## src/rtl/upd_seq_pkg.sv

```systemverilog
// Package: shared types for the update cycle sequencer.
// Assumes: nothing beyond IEEE 1800-2017.
package upd_seq_pkg;
    // Phase of the update cycle
    typedef enum logic [1:0] {
        PH_IDLE = 2'd0,
        PH_LEAD = 2'd1,
        PH_WIN  = 2'd2
    } phase_t;

    // Bit of the status byte that carries the busy flag
    localparam int STATUS_BUSY_BIT = 7;
    localparam int STATUS_W        = 8;
endpackage

```

## src/rtl/upd_seq_prescaler.sv

```systemverilog
// Module: one-second prescaler counting reference ticks.
// Produces a hit LEAD ticks before rollover and a hit on the rollover tick.
// Assumes: LEAD < 2**W; tick_en is a one-cycle pulse per reference period.
module upd_seq_prescaler #(
    parameter int W    = 15,
    parameter int LEAD = 8
) (
    input  logic clk,
    input  logic rst_n,
    input  logic tick_en,
    input  logic div_hold,
    output logic lead_hit,
    output logic wrap_hit
);
    localparam logic [W-1:0] LAST      = {W{1'b1}};
    localparam logic [W-1:0] LEAD_MARK = LAST - W'(LEAD);

    logic [W-1:0] cnt;
    logic         adv;

    assign adv = tick_en && !div_hold;

    // Advance on each accepted tick; divider hold clears the count
    always_ff @(posedge clk) begin
        if (!rst_n)        cnt <= '0;
        else if (div_hold) cnt <= '0;
        else if (tick_en)  cnt <= cnt + 1'b1;
    end

    // Events taken from the count value seen before the tick lands
    always_comb begin
        lead_hit = adv && (cnt == LEAD_MARK);
        wrap_hit = adv && (cnt == LAST);
    end
endmodule

```

## src/rtl/upd_seq_phase_fsm.sv

```systemverilog
// Module: sequences lead, update strobe, window and end pulse.
// Assumes: hits come from upd_seq_prescaler and are already gated by div_hold.
module upd_seq_phase_fsm
    import upd_seq_pkg::*;
#(
    parameter int WIN = 65
) (
    input  logic clk,
    input  logic rst_n,
    input  logic tick_en,
    input  logic set_mode,
    input  logic div_hold,
    input  logic lead_hit,
    input  logic wrap_hit,
    output logic busy,
    output logic upd_stb,
    output logic upd_done
);
    localparam int             WW       = $clog2(WIN + 1);
    localparam logic [WW-1:0]  WIN_LAST = WW'(WIN - 1);

    phase_t        phase;
    logic [WW-1:0] win_cnt;
    logic          stop;

    assign stop = set_mode || div_hold;

    // Phase transitions, window count and one-cycle pulses
    always_ff @(posedge clk) begin
        if (!rst_n) begin
            phase    <= PH_IDLE;
            win_cnt  <= '0;
            upd_stb  <= 1'b0;
            upd_done <= 1'b0;
        end else begin
            upd_stb  <= 1'b0;
            upd_done <= 1'b0;
            case (phase)
                PH_IDLE: begin
                    if (lead_hit && !stop) phase <= PH_LEAD;
                end
                PH_LEAD: begin
                    if (stop) begin
                        phase <= PH_IDLE;
                    end else if (wrap_hit) begin
                        phase   <= PH_WIN;
                        win_cnt <= '0;
                        upd_stb <= 1'b1;
                    end
                end
                PH_WIN: begin
                    if (stop) begin
                        phase <= PH_IDLE;
                    end else if (tick_en) begin
                        if (win_cnt == WIN_LAST) begin
                            phase    <= PH_IDLE;
                            upd_done <= 1'b1;
                        end else begin
                            win_cnt <= win_cnt + 1'b1;
                        end
                    end
                end
                default: phase <= PH_IDLE;
            endcase
        end
    end

    // Busy covers lead and window
    assign busy = (phase != PH_IDLE);
endmodule

```

## src/rtl/upd_seq_status_port.sv

```systemverilog
// Module: status byte read port; captures busy on a read request.
// Assumes: reads are single-cycle requests; data holds between reads.
module upd_seq_status_port
    import upd_seq_pkg::*;
(
    input  logic                clk,
    input  logic                rst_n,
    input  logic                rd_en,
    input  logic                busy,
    output logic [STATUS_W-1:0] rd_data
);
    // Capture the status byte on each read request
    always_ff @(posedge clk) begin
        if (!rst_n) begin
            rd_data <= '0;
        end else if (rd_en) begin
            rd_data                  <= '0;
            rd_data[STATUS_BUSY_BIT] <= busy;
        end
    end
endmodule

```

## src/rtl/upd_cycle_seq.sv

```systemverilog
// Module: top of the clock update cycle sequencer.
// Raises busy LEAD_TICKS ticks before each one-second update, strobes the
// update, holds busy WIN_TICKS more ticks, then pulses update-ended.
// Assumes: tick_en is a one-cycle pulse at the reference rate.
module upd_cycle_seq #(
    parameter int PRESCALE_W = 15,
    parameter int LEAD_TICKS = 8,
    parameter int WIN_TICKS  = 65
) (
    input  logic       clk,
    input  logic       rst_n,
    input  logic       tick_en,
    input  logic       set_mode,
    input  logic       div_hold,
    input  logic       rd_en,
    output logic [7:0] rd_data,
    output logic       busy,
    output logic       upd_stb,
    output logic       upd_done
);
    logic lead_hit;
    logic wrap_hit;

    upd_seq_prescaler #(
        .W    (PRESCALE_W),
        .LEAD (LEAD_TICKS)
    ) presc_i (
        .clk      (clk),
        .rst_n    (rst_n),
        .tick_en  (tick_en),
        .div_hold (div_hold),
        .lead_hit (lead_hit),
        .wrap_hit (wrap_hit)
    );

    upd_seq_phase_fsm #(
        .WIN (WIN_TICKS)
    ) fsm_i (
        .clk      (clk),
        .rst_n    (rst_n),
        .tick_en  (tick_en),
        .set_mode (set_mode),
        .div_hold (div_hold),
        .lead_hit (lead_hit),
        .wrap_hit (wrap_hit),
        .busy     (busy),
        .upd_stb  (upd_stb),
        .upd_done (upd_done)
    );

    upd_seq_status_port stat_i (
        .clk     (clk),
        .rst_n   (rst_n),
        .rd_en   (rd_en),
        .busy    (busy),
        .rd_data (rd_data)
    );
endmodule

```

## config.mk

```make
export PLATFORM = sky130hd
export DESIGN_NAME = upd_cycle_seq
export DESIGN_NICKNAME = d
export VERILOG_FILES = /design/src/rtl/upd_seq_pkg.sv /design/src/rtl/upd_seq_prescaler.sv /design/src/rtl/upd_seq_phase_fsm.sv /design/src/rtl/upd_seq_status_port.sv /design/src/rtl/upd_cycle_seq.sv
export SDC_FILE = /design/constraint.sdc
export NUM_CORES = 1
export LEC_CHECK = 0
export ABC_AREA = 1
export CORE_AREA = 2 2 83 53
export CTS_CLUSTER_DIAMETER = 40
export DETAILED_ROUTE_END_ITERATION = 12
export DIE_AREA = 0 0 85 55
export REMOVE_ABC_BUFFERS = 1
export SLEW_MARGIN = 20
export SYNTH_ARGS = -nofsm -noshare
export SYNTH_HDL_FRONTEND = slang
export SYNTH_SLANG_ARGS = --single-unit
```

## constraint.sdc

```tcl
create_clock -name clk -period 1.8 [get_ports clk]
set_input_delay 0.27 -clock clk [delete_from_list [all_inputs] [get_ports clk]]
set_output_delay 0.27 -clock clk [all_outputs]
set_load 0.1 [all_outputs]
```

# == Yosys cells after proc, flatten, opt, wreduce, memory -nomap -nowiden ==
# Index checks and enable logic that the tools add are counted.
# op_classes
n_addsub,2
mul,0
div,0
magnitude_cmp,0
eq_ne,14
n_shift,0
muxes,15
bitwise_logic,4
n_reduce_logical,15
# op_table
operator,n
7-bit two-way mux,5
15-bit == test (second input constant),2
15-bit by 1-bit adder with 15-bit output (second input constant),1
7-bit case mux with 2 select lines,1
2-bit two-way mux,6
2-bit inequality test (second input constant),4
7-bit by 1-bit adder with 7-bit output (second input constant),1
7-bit == test (second input constant),1
3-bit by 1-bit inequality test with 1-bit output (second input constant),2
2-bit case mux with 3 select lines,1
6-bit AND reduction,1
1-bit logical AND,4
2-bit by 1-bit inequality test with 1-bit output (second input constant),2
1-bit NOT,4
4-bit AND reduction,1
2-bit nonzero test,2
4-bit OR reduction,1
3-bit by 2-bit inequality test with 1-bit output (second input constant),1
3-bit OR reduction,1
2-bit by 1-bit == test with 1-bit output (second input constant),1
2-bit == test (second input constant),1
1-bit zero test,2
2-bit zero test,1
1-bit two-way mux,2
other kinds (2),2
# word_totals
regBits,27
latch_bits,0
ramBits,0
mem_bits_ro,0
inputBits,6
out_inout_bits,11
elab_cells,56
memories,0

# == Depth between registers and ports, before layout ==
# Gate-level depths: netlist of the first run.
# logic_depth
word_depth,6
ltp_mapped,11

# == Cells and area by module ==
# Synthesis of the first run repeated with hierarchy kept, for this count alone.
# unflattened
hier_cells,230
area_unflattened_um2,1520.2
# by_module_without_submodules
module,n_inst,cells_per_inst,area_each_um2
upd_seq_prescaler,1,108,738.2
upd_seq_phase_fsm,1,108,684.4
upd_seq_status_port,1,14,97.6

# == Worst setup path before layout of the first run ==
# OpenSTA, ideal clock, no wires.
# synth_timing
path_kind,register to register
start,register presc_i.cnt[1]
end,register fsm_i.win_cnt[0]
setup_ps,113
arrival_time_ps,1279
required_ps,1687
slack_ps,407
stages_incl_launch_ff,11
synth_period_minus_slack_ps,1393
cell_sequence,dfxtp_1 > ha_1 > nand3_4 > nor2_8 > nand2_4 > nor2_8 > nand2_4 > nand2_8 > inv_2 > nor2_1 > nor2_1
# synth_via
elab_chain_cells,4
# synth_rtl
element,line_no,source
start: declaration,upd_seq_prescaler.sv:18,logic [W-1:0] cnt;
start signal: assignment,upd_seq_prescaler.sv:27,else if (tick_en) cnt <= cnt + 1'b1;
15-bit == test,upd_seq_prescaler.sv:33,wrap_hit = adv && (cnt == LAST);
1-bit logical AND,upd_seq_prescaler.sv:33,
2-bit by 1-bit inequality test with 1-bit output (no line),n/a,
6-bit AND reduction (no line),n/a,
end signal: assignment,upd_seq_phase_fsm.sv:59,win_cnt <= win_cnt + 1'b1;
end: declaration,upd_seq_phase_fsm.sv:23,logic [WW-1:0] win_cnt;
# Every way passes these cells.
# A chain may end at the register's enable or synchronous reset.

# == Worst setup path in the final report of the first run ==
# layout_timing
start,register fsm_i.win_cnt[0]
end,register fsm_i.win_cnt[5]
# layout_via
elab_chain_cells,5
elab_cells_between_ends,8
classes_between,1 x add/sub; 2 x eq/ne; 4 x mux; 1 x reduce/logical
# layout_rtl
element,line_no,source
7-bit by 1-bit adder with 7-bit output,upd_seq_phase_fsm.sv:59,
7-bit two-way mux,upd_seq_phase_fsm.sv:55,if (win_cnt == WIN_LAST) begin
7-bit two-way mux,upd_seq_phase_fsm.sv:54,end else if (tick_en) begin
7-bit two-way mux,upd_seq_phase_fsm.sv:52,if (stop) begin
7-bit case mux with 2 select lines,upd_seq_phase_fsm.sv:38,case (phase)
# Several ways; a longest one is shown, not always the timed one. The select of a mux whose other input is x is not followed.

==> results of run 1 <==
-- worst min-delay path: stages, from the launching register on --
cell and delay (ps):
dfxtp_1 320, inv_1 50, a21oi_1 50
-- routing by layer --
metal  GRT usage (%)  up-vias
li1                -      689
met1            21.7      556
met2            17.8       31
met3            3.71        4
met4            3.17        0
met5               0        -
-- path summary, 6_finish.rpt --
path | to | from | slack, ps
worst max-delay path | fsm_i.win_cnt[5]$_SDFFE_PN0P_ | fsm_i.win_cnt[0]$_SDFFE_PN0P_ | 240
worst min-delay path | presc_i.cnt[11]$_SDFFE_PP0P_ | presc_i.cnt[11]$_SDFFE_PP0P_ | 450
worst max register to register | fsm_i.win_cnt[5]$_SDFFE_PN0P_ | fsm_i.win_cnt[0]$_SDFFE_PN0P_ | 240
worst min register to register | presc_i.cnt[11]$_SDFFE_PP0P_ | presc_i.cnt[11]$_SDFFE_PP0P_ | 450
-- Yosys cell counts --
library cell  number
nor2_2             1
inv_1             25
nor3b_1            2
conb_1             1
nor3_1             5
nand2_8            1
a22oi_1            1
a21oi_1           17
o21a_1             3
nand3_1           11
a31oi_1            1
o21ai_1            7
nand2_4            2
buf_4              7
nand3_4            1
nand2_2            4
nand3b_1           1
ha_1               3
nor2_8             2
o21ai_0            4
nand2_1           31
dfxtp_1           27
clkinv_1           1
nor2_4             3
buf_6              1
nand3_2            1
nand4_1            3
nand3b_2           1
inv_2              6
nor2_1            36
nor3_2             1
-- through the flow --
step | hold slack [ps] | util, %
floorplan | 359 | -
global placement | 438 | 42.2
detailed placement | 439 | 42.2
CTS | 453 | 43.4
global route | 493 | 43.4
finish | 454 | 43.4
-- power by group --
part	internal (uW)	total [uW]	switching [uW]
logic	22.6	119	96.3
clock network	155	352	196
registers	599	601	1.48
total	777	1070	294
-- cells by family after synthesis --
group / after synthesis / synth area share [%]
simple gates: 106 / 37.7
buf+inv: 40 / 12.2
compound gates: 33 / 11.7
flops: 27 / 35.8
fa+ha+maj: 3 / 2.48
other cells: 1 / 0.248
-- cell usage in the layout, fill, tap and decap left out, types with 4 or more instances in the layout --
cell	instances
nand2_1	31
o21ai_0	4
conb_1	7
nor3_1	5
inv_1	25
dfxtp_1	27
buf_4	8
clkdlybuf4s50_1	5
nor2_1	36
inv_2	6
nand2_2	4
nand3_1	11
o21ai_1	7
a21oi_1	17
-- final cells by class --
type                            instances  area (um2)
Clock buffer                            3        41.3
Clock inverter                          1        5.00
Fill cell                             401        2230
Inverter                               32         120
Multi-Input combinational cell        149         810
Sequential cell                        27         541
Tap cell                               50        62.6
Timing Repair Buffer                   14         130
-- registers in the layout (all words and copies together) (netlist names) --
register / count
presc_i.cnt: 15
stat_i.rd_data: 1
fsm_i.upd_done: 1
fsm_i.win_cnt: 7
fsm_i.upd_stb: 1
fsm_i.phase: 2
==> results.py, run 1 <==
metrics = {
    "clocking": {
        "cts-root-buf": "clkbuf_8",
        "cts_tree": "done",
        "clk_pin_slew_ps": 90,
        "cts_setup_buffers": 0,
        "cts_max_level": 1,
        "cts-hold-fix-buffers": 0,
        "clock_latency_ps": 280,
        "cts_resized": 0,
        "clkSinkCount": 27,
        "clockBufferDepth": 2,
        "cts_buffers": 3,
    },
    "critical_path": {
        "critPathMaxStageDelay_ps": 420,
        "path_class": "reg2reg",
        "critical_path_arrival_ps": 1740,
        "rr_worst_depth": 9,
        "crit_family": "simple AND/OR/NAND/NOR gates",
        "cp.depth": 9,
        "worstPathRequired_ps": 1980,
        "start_kind": "flop",
        "cpMostUsedCell": "nor2_1",
        "crit_slowest_cell": "dfxtp_1",
        "cp_max_fo": 9,
        "path_buf_inv": 2,
        "end_kind": "flop",
        "cp_cell_sequence": "inv_1 > ha_1 > nand2_1 > nand3b_1 > nand3_2 > nand2_8 > inv_2 > nor2_1 > nor2_1",
    },
    "timing": {
        "hold_viol": 0,
        "setup_violations": 0,
        "maxSlewViolCount": 0,
        "setup_tns_ps": 0,
        "finalCritPeriodShare_pct": 86.7,
        "skew_ps": 2.95,
        "period_needed_ps": 1560,
        "max_freq_mhz": 641,
        "setup_ws_ps": 239,
        "grt_setup_unrepaired": "false",
    },
    "yosys": {
        "seq_area_frac_synth_pct": 35.8,
        "synth_top_area_share_pct": 35.8,
        "syn_area_per_cell_um2": 7.20,
        "synth_top_cell_by_area": "dfxtp_1",
        "synth_cells": 210,
        "yosys.cell_types.count": 31,
        "syn_area_um2": 1510,
        "yosys_warnings": 0,
        "synth-seq-cells": 27,
        "synth_area_leaders": "dfxtp_1, nor2_1, nand2_1",
    },
    "final_layout": {
        "stdcell_count": 276,
        "n_antenna_cell": 0,
        "fin_nets": 236,
        "drive_above_1_share_pct": 15.9,
        "synthToLayoutAreaGrowth_pct": 13.1,
        "design_area_um2": 1710,
    },
    "global_route": {
        "grt_pass1_wl_um": 4940,
        "antenna_found_initial": 0,
        "grt_pass1_vias": 1045,
        "grt_overflow": 0,
        "grt_use_total_pct": 13.8,
        "grt_max_degree": 16,
    },
    "placement": {
        "dp_cells": 272,
        "place_congestion": 0.834,
        "hpwl_um": 2350,
        "io_buffers": 9,
        "dp_slack_ps": 38.0,
        "dpl_cell_area_um2": 1660,
    },
    "floorplan": {
        "die_x_um": 85,
        "ioPinCount": 17,
        "die_y_um": 55,
        "initial_core_util_pct": 38.3,
        "die-area_um2": 4680,
        "num_rows": 18,
        "core-area_um2": 3940,
    },
    "route": {
        "wl_um": 2990,
        "drtIter0Drc": 93,
        "via_count": 1280,
        "dr_wl_met2_um": 1050,
        "routed.top_layer": "met4",
        "met3WireLength_um": 190,
        "routed_via_density": 4.64,
        "antenna_left": 0,
        "wl_per_cell_um": 10.8,
        "drtPass1Iterations": 4,
        "drc": 0,
        "wl_met1_um": 1720,
    },
    "power_and_ir_drop": {
        "ir_drop_mv": 0.384,
        "p_total_uw": 1070,
        "powerDensity_nw_per_um2": 627,
        "leakage_uw": 0.000783,
    },
    "job": {
        "max_cap_violations": 0,
    },
    "hold_path": {
        "hold_depth": 2,
        "hold_path.class": "reg2reg",
    },
    "status": {
        "outcome": "finished clean",
    },
}
No activity file was read; power rests on OpenSTA's default activity.
==> run 2: changes to the inputs <==
--- a/config.mk
+++ b/config.mk
@@ -6,10 +6,11 @@
 export NUM_CORES = 1
 export LEC_CHECK = 0
 export ABC_AREA = 1
-export CORE_AREA = 2 2 83 53
+export CORE_AREA = 2 2 71 46
 export CTS_CLUSTER_DIAMETER = 40
 export DETAILED_ROUTE_END_ITERATION = 12
-export DIE_AREA = 0 0 85 55
+export DIE_AREA = 0 0 73 48
+export PLACE_DENSITY = 0.76
 export REMOVE_ABC_BUFFERS = 1
 export SLEW_MARGIN = 20
 export SYNTH_ARGS = -nofsm -noshare
==> run 2 against run 1 <==
Net effect:
- setup slack improved by 47 ps
- power fell by 1.1%
- largest power group unchanged
- largest cell class unchanged
- highest routed layer unchanged
- critical path depth did not move
- register-to-register slack improved by 50 ps
- design area fell by 1.2%
- worst hold slack improved by 2.0 ps
- critical path type unchanged
- final cell count fell by 5.8%
- fmax rose by 3.1%
- sequential share of layout area rose by 0.40 points
- non-clock buffer count did not move
- routed wire length fell by 0.33%
==> results.py, run 2 (same netlist as run 1, synthesis figures left out) <==
metrics = {
    "floorplan": {
        "die_x_um": 73,
        "die_y_um": 48,
        "die-area_um2": 3500,
        "core-area_um2": 2800,
        "initial_core_util_pct": 54.0,
        "ioPinCount": 17,
        "num_rows": 15,
    },
    "hold_path": {
        "worstHoldStart": "presc_i.cnt[11]$_SDFFE_PP0P_",
        "min_to": "presc_i.cnt[11]$_SDFFE_PP0P_",
        "hold_path.class": "reg2reg",
        "hold_depth": 2,
    },
    "route": {
        "antenna_left": 0,
        "drc": 0,
        "via_count": 1271,
        "drtIter0Drc": 181,
        "wl_um": 2980,
        "drtPass1Iterations": 4,
        "wl_per_cell_um": 11.5,
        "routed_via_density": 4.89,
    },
    "critical_path": {
        "rr_worst_depth": 9,
        "critical_path_arrival_ps": 1680,
        "rrSetupSlack_ps": 290,
        "r2r_start": "fsm_i.win_cnt[0]$_SDFFE_PN0P_",
        "crit_slowest_cell": "dfxtp_1",
        "cp_max_fo": 9,
        "path_class": "reg2reg",
        "cpMostUsedCell": "nor2_1",
        "cp_cell_sequence": "inv_1 > ha_1 > nand2_1 > nand3b_1 > nand3_2 > nand2_8 > inv_2 > nor2_1 > nor2_1",
        "r2r_end": "fsm_i.win_cnt[5]$_SDFFE_PN0P_",
        "critPathMaxStageDelay_ps": 430,
        "start_kind": "flop",
        "worstPathRequired_ps": 1970,
        "end_kind": "flop",
    },
    "clocking": {
        "cts_resized": 0,
        "clockBufferDepth": 2,
        "cts_tree": "done",
        "cts_setup_buffers": 0,
        "cts-root-buf": "clkbuf_8",
        "cts_max_level": 1,
        "clk_pin_slew_ps": 90,
        "clkSinkCount": 27,
        "cts_buffers": 3,
        "cts-hold-fix-buffers": 0,
        "clock_latency_ps": 270,
    },
    "placement": {
        "place_congestion": 0.864,
        "io_buffers": 9,
        "hpwl_um": 2420,
    },
    "global_route": {
        "antenna_found_initial": 0,
        "grt_pass1_wl_um": 4950,
        "grt_max_degree": 15,
        "grt_use_total_pct": 19.1,
        "grt_overflow": 0,
        "grt_pass1_vias": 1026,
    },
    "final_layout": {
        "drive_above_1_share_pct": 15.5,
        "regMostFlops": "presc_i.cnt",
        "final_common_cell": "nor2_1",
        "n_antenna_cell": 0,
        "biggestRegsByFlops": "presc_i.cnt (15), fsm_i.win_cnt (7), fsm_i.phase (2)",
        "fin_util_pct": 60.4,
        "fin_nets": 236,
        "synthToLayoutAreaGrowth_pct": 11.7,
        "layout_common_cells": "nor2_1, nand2_1, dfxtp_1",
        "largest_reg_flops": 15,
    },
    "timing": {
        "setup_violations": 0,
        "max_freq_mhz": 660,
        "period_needed_ps": 1510,
        "grt_setup_unrepaired": "false",
        "setup_tns_ps": 0,
        "maxSlewViolCount": 0,
        "hold_viol": 0,
        "finalCritPeriodShare_pct": 84.1,
        "skew_ps": 2.97,
    },
    "power_and_ir_drop": {
        "p_switching_uw": 279,
        "seq_power_share_pct": 56.7,
        "swShare_pct": 26.3,
        "combPwrFrac_pct": 11.3,
        "powerDensity_nw_per_um2": 628,
        "ir_drop_mv": 0.391,
        "leakage_uw": 0.000782,
        "p_int_uw": 780,
        "clkPwrFrac_pct": 32.0,
    },
    "status": {
        "outcome": "finished clean",
    },
    "job": {
        "max_cap_violations": 0,
    },
}
## run 2: cell types whose count changed in the layout (fill, tap and decap cells not counted), sizes merged
| cell | previous run | this run |
|---|---|---|
| clkbuf | 3 | 4 |
| clkinv | 2 | 1 |
## run 2: cell type report
cell class | count | area (um2)
Fill cell | 251 | 1110
Multi-Input combinational cell | 149 | 810
Sequential cell | 27 | 541
Timing Repair Buffer | 14 | 130
Inverter | 32 | 120
Clock buffer | 4 | 45.0
Tap cell | 34 | 42.5
## run 2: worst max path at each step
stage	start	end	slack (ps)
global placement	tick_en	fsm_i.win_cnt[5]$_SDFFE_PN0P_	80
CTS	presc_i.cnt[0]$_SDFFE_PP0P_	fsm_i.win_cnt[5]$_SDFFE_PN0P_	300
floorplan	presc_i.cnt[1]$_SDFFE_PP0P_	fsm_i.win_cnt[0]$_SDFFE_PN0P_	410
detailed placement	tick_en	presc_i.cnt[13]$_SDFFE_PP0P_	20
finish	fsm_i.win_cnt[0]$_SDFFE_PN0P_	fsm_i.win_cnt[5]$_SDFFE_PN0P_	290
global route	fsm_i.win_cnt[0]$_SDFFE_PN0P_	fsm_i.win_cnt[6]$_SDFFE_PN0P_	150
## run 2: power groups by stage
stage / sequential [uW] / combinational [uW] / clock [uW]
floorplan: 622 / 81.3 / 0
global placement: 615 / 118 / 0
detailed placement: 615 / 119 / 0
CTS: 601 / 119 / 352
global route: 601 / 125 / 379
finish: 601 / 119 / 339
## run 2: layer usage
layer	track usage, %	share of wire, %	wire length, um
met4	3.33	0.40	12
met1	31.9	59	1740
met2	23.6	34	1010
met3	4.42	7.3	216
met5	0	0	0
## run 2: per-stage QoR
step                hold WS (ps)  cell area (um2)  cells  total power, uW  worst slack (ps)
floorplan                    359             1470    208              704               407
global placement             437             1640    256              733              75.3
detailed placement           441             1640    256              734              22.8
CTS                          455             1690    260             1070               300
global route                 502             1690    260             1110               152
finish                       456             1690    260             1060               286
## run 2: critical path: cells and delay by family (launching register included)
kind	cells	cell delay (ps)
adder cells (fa/ha/maj)	1	190
buffers and inverters	2	120
flip-flops	1	430
AND/OR/NAND/NOR	6	670
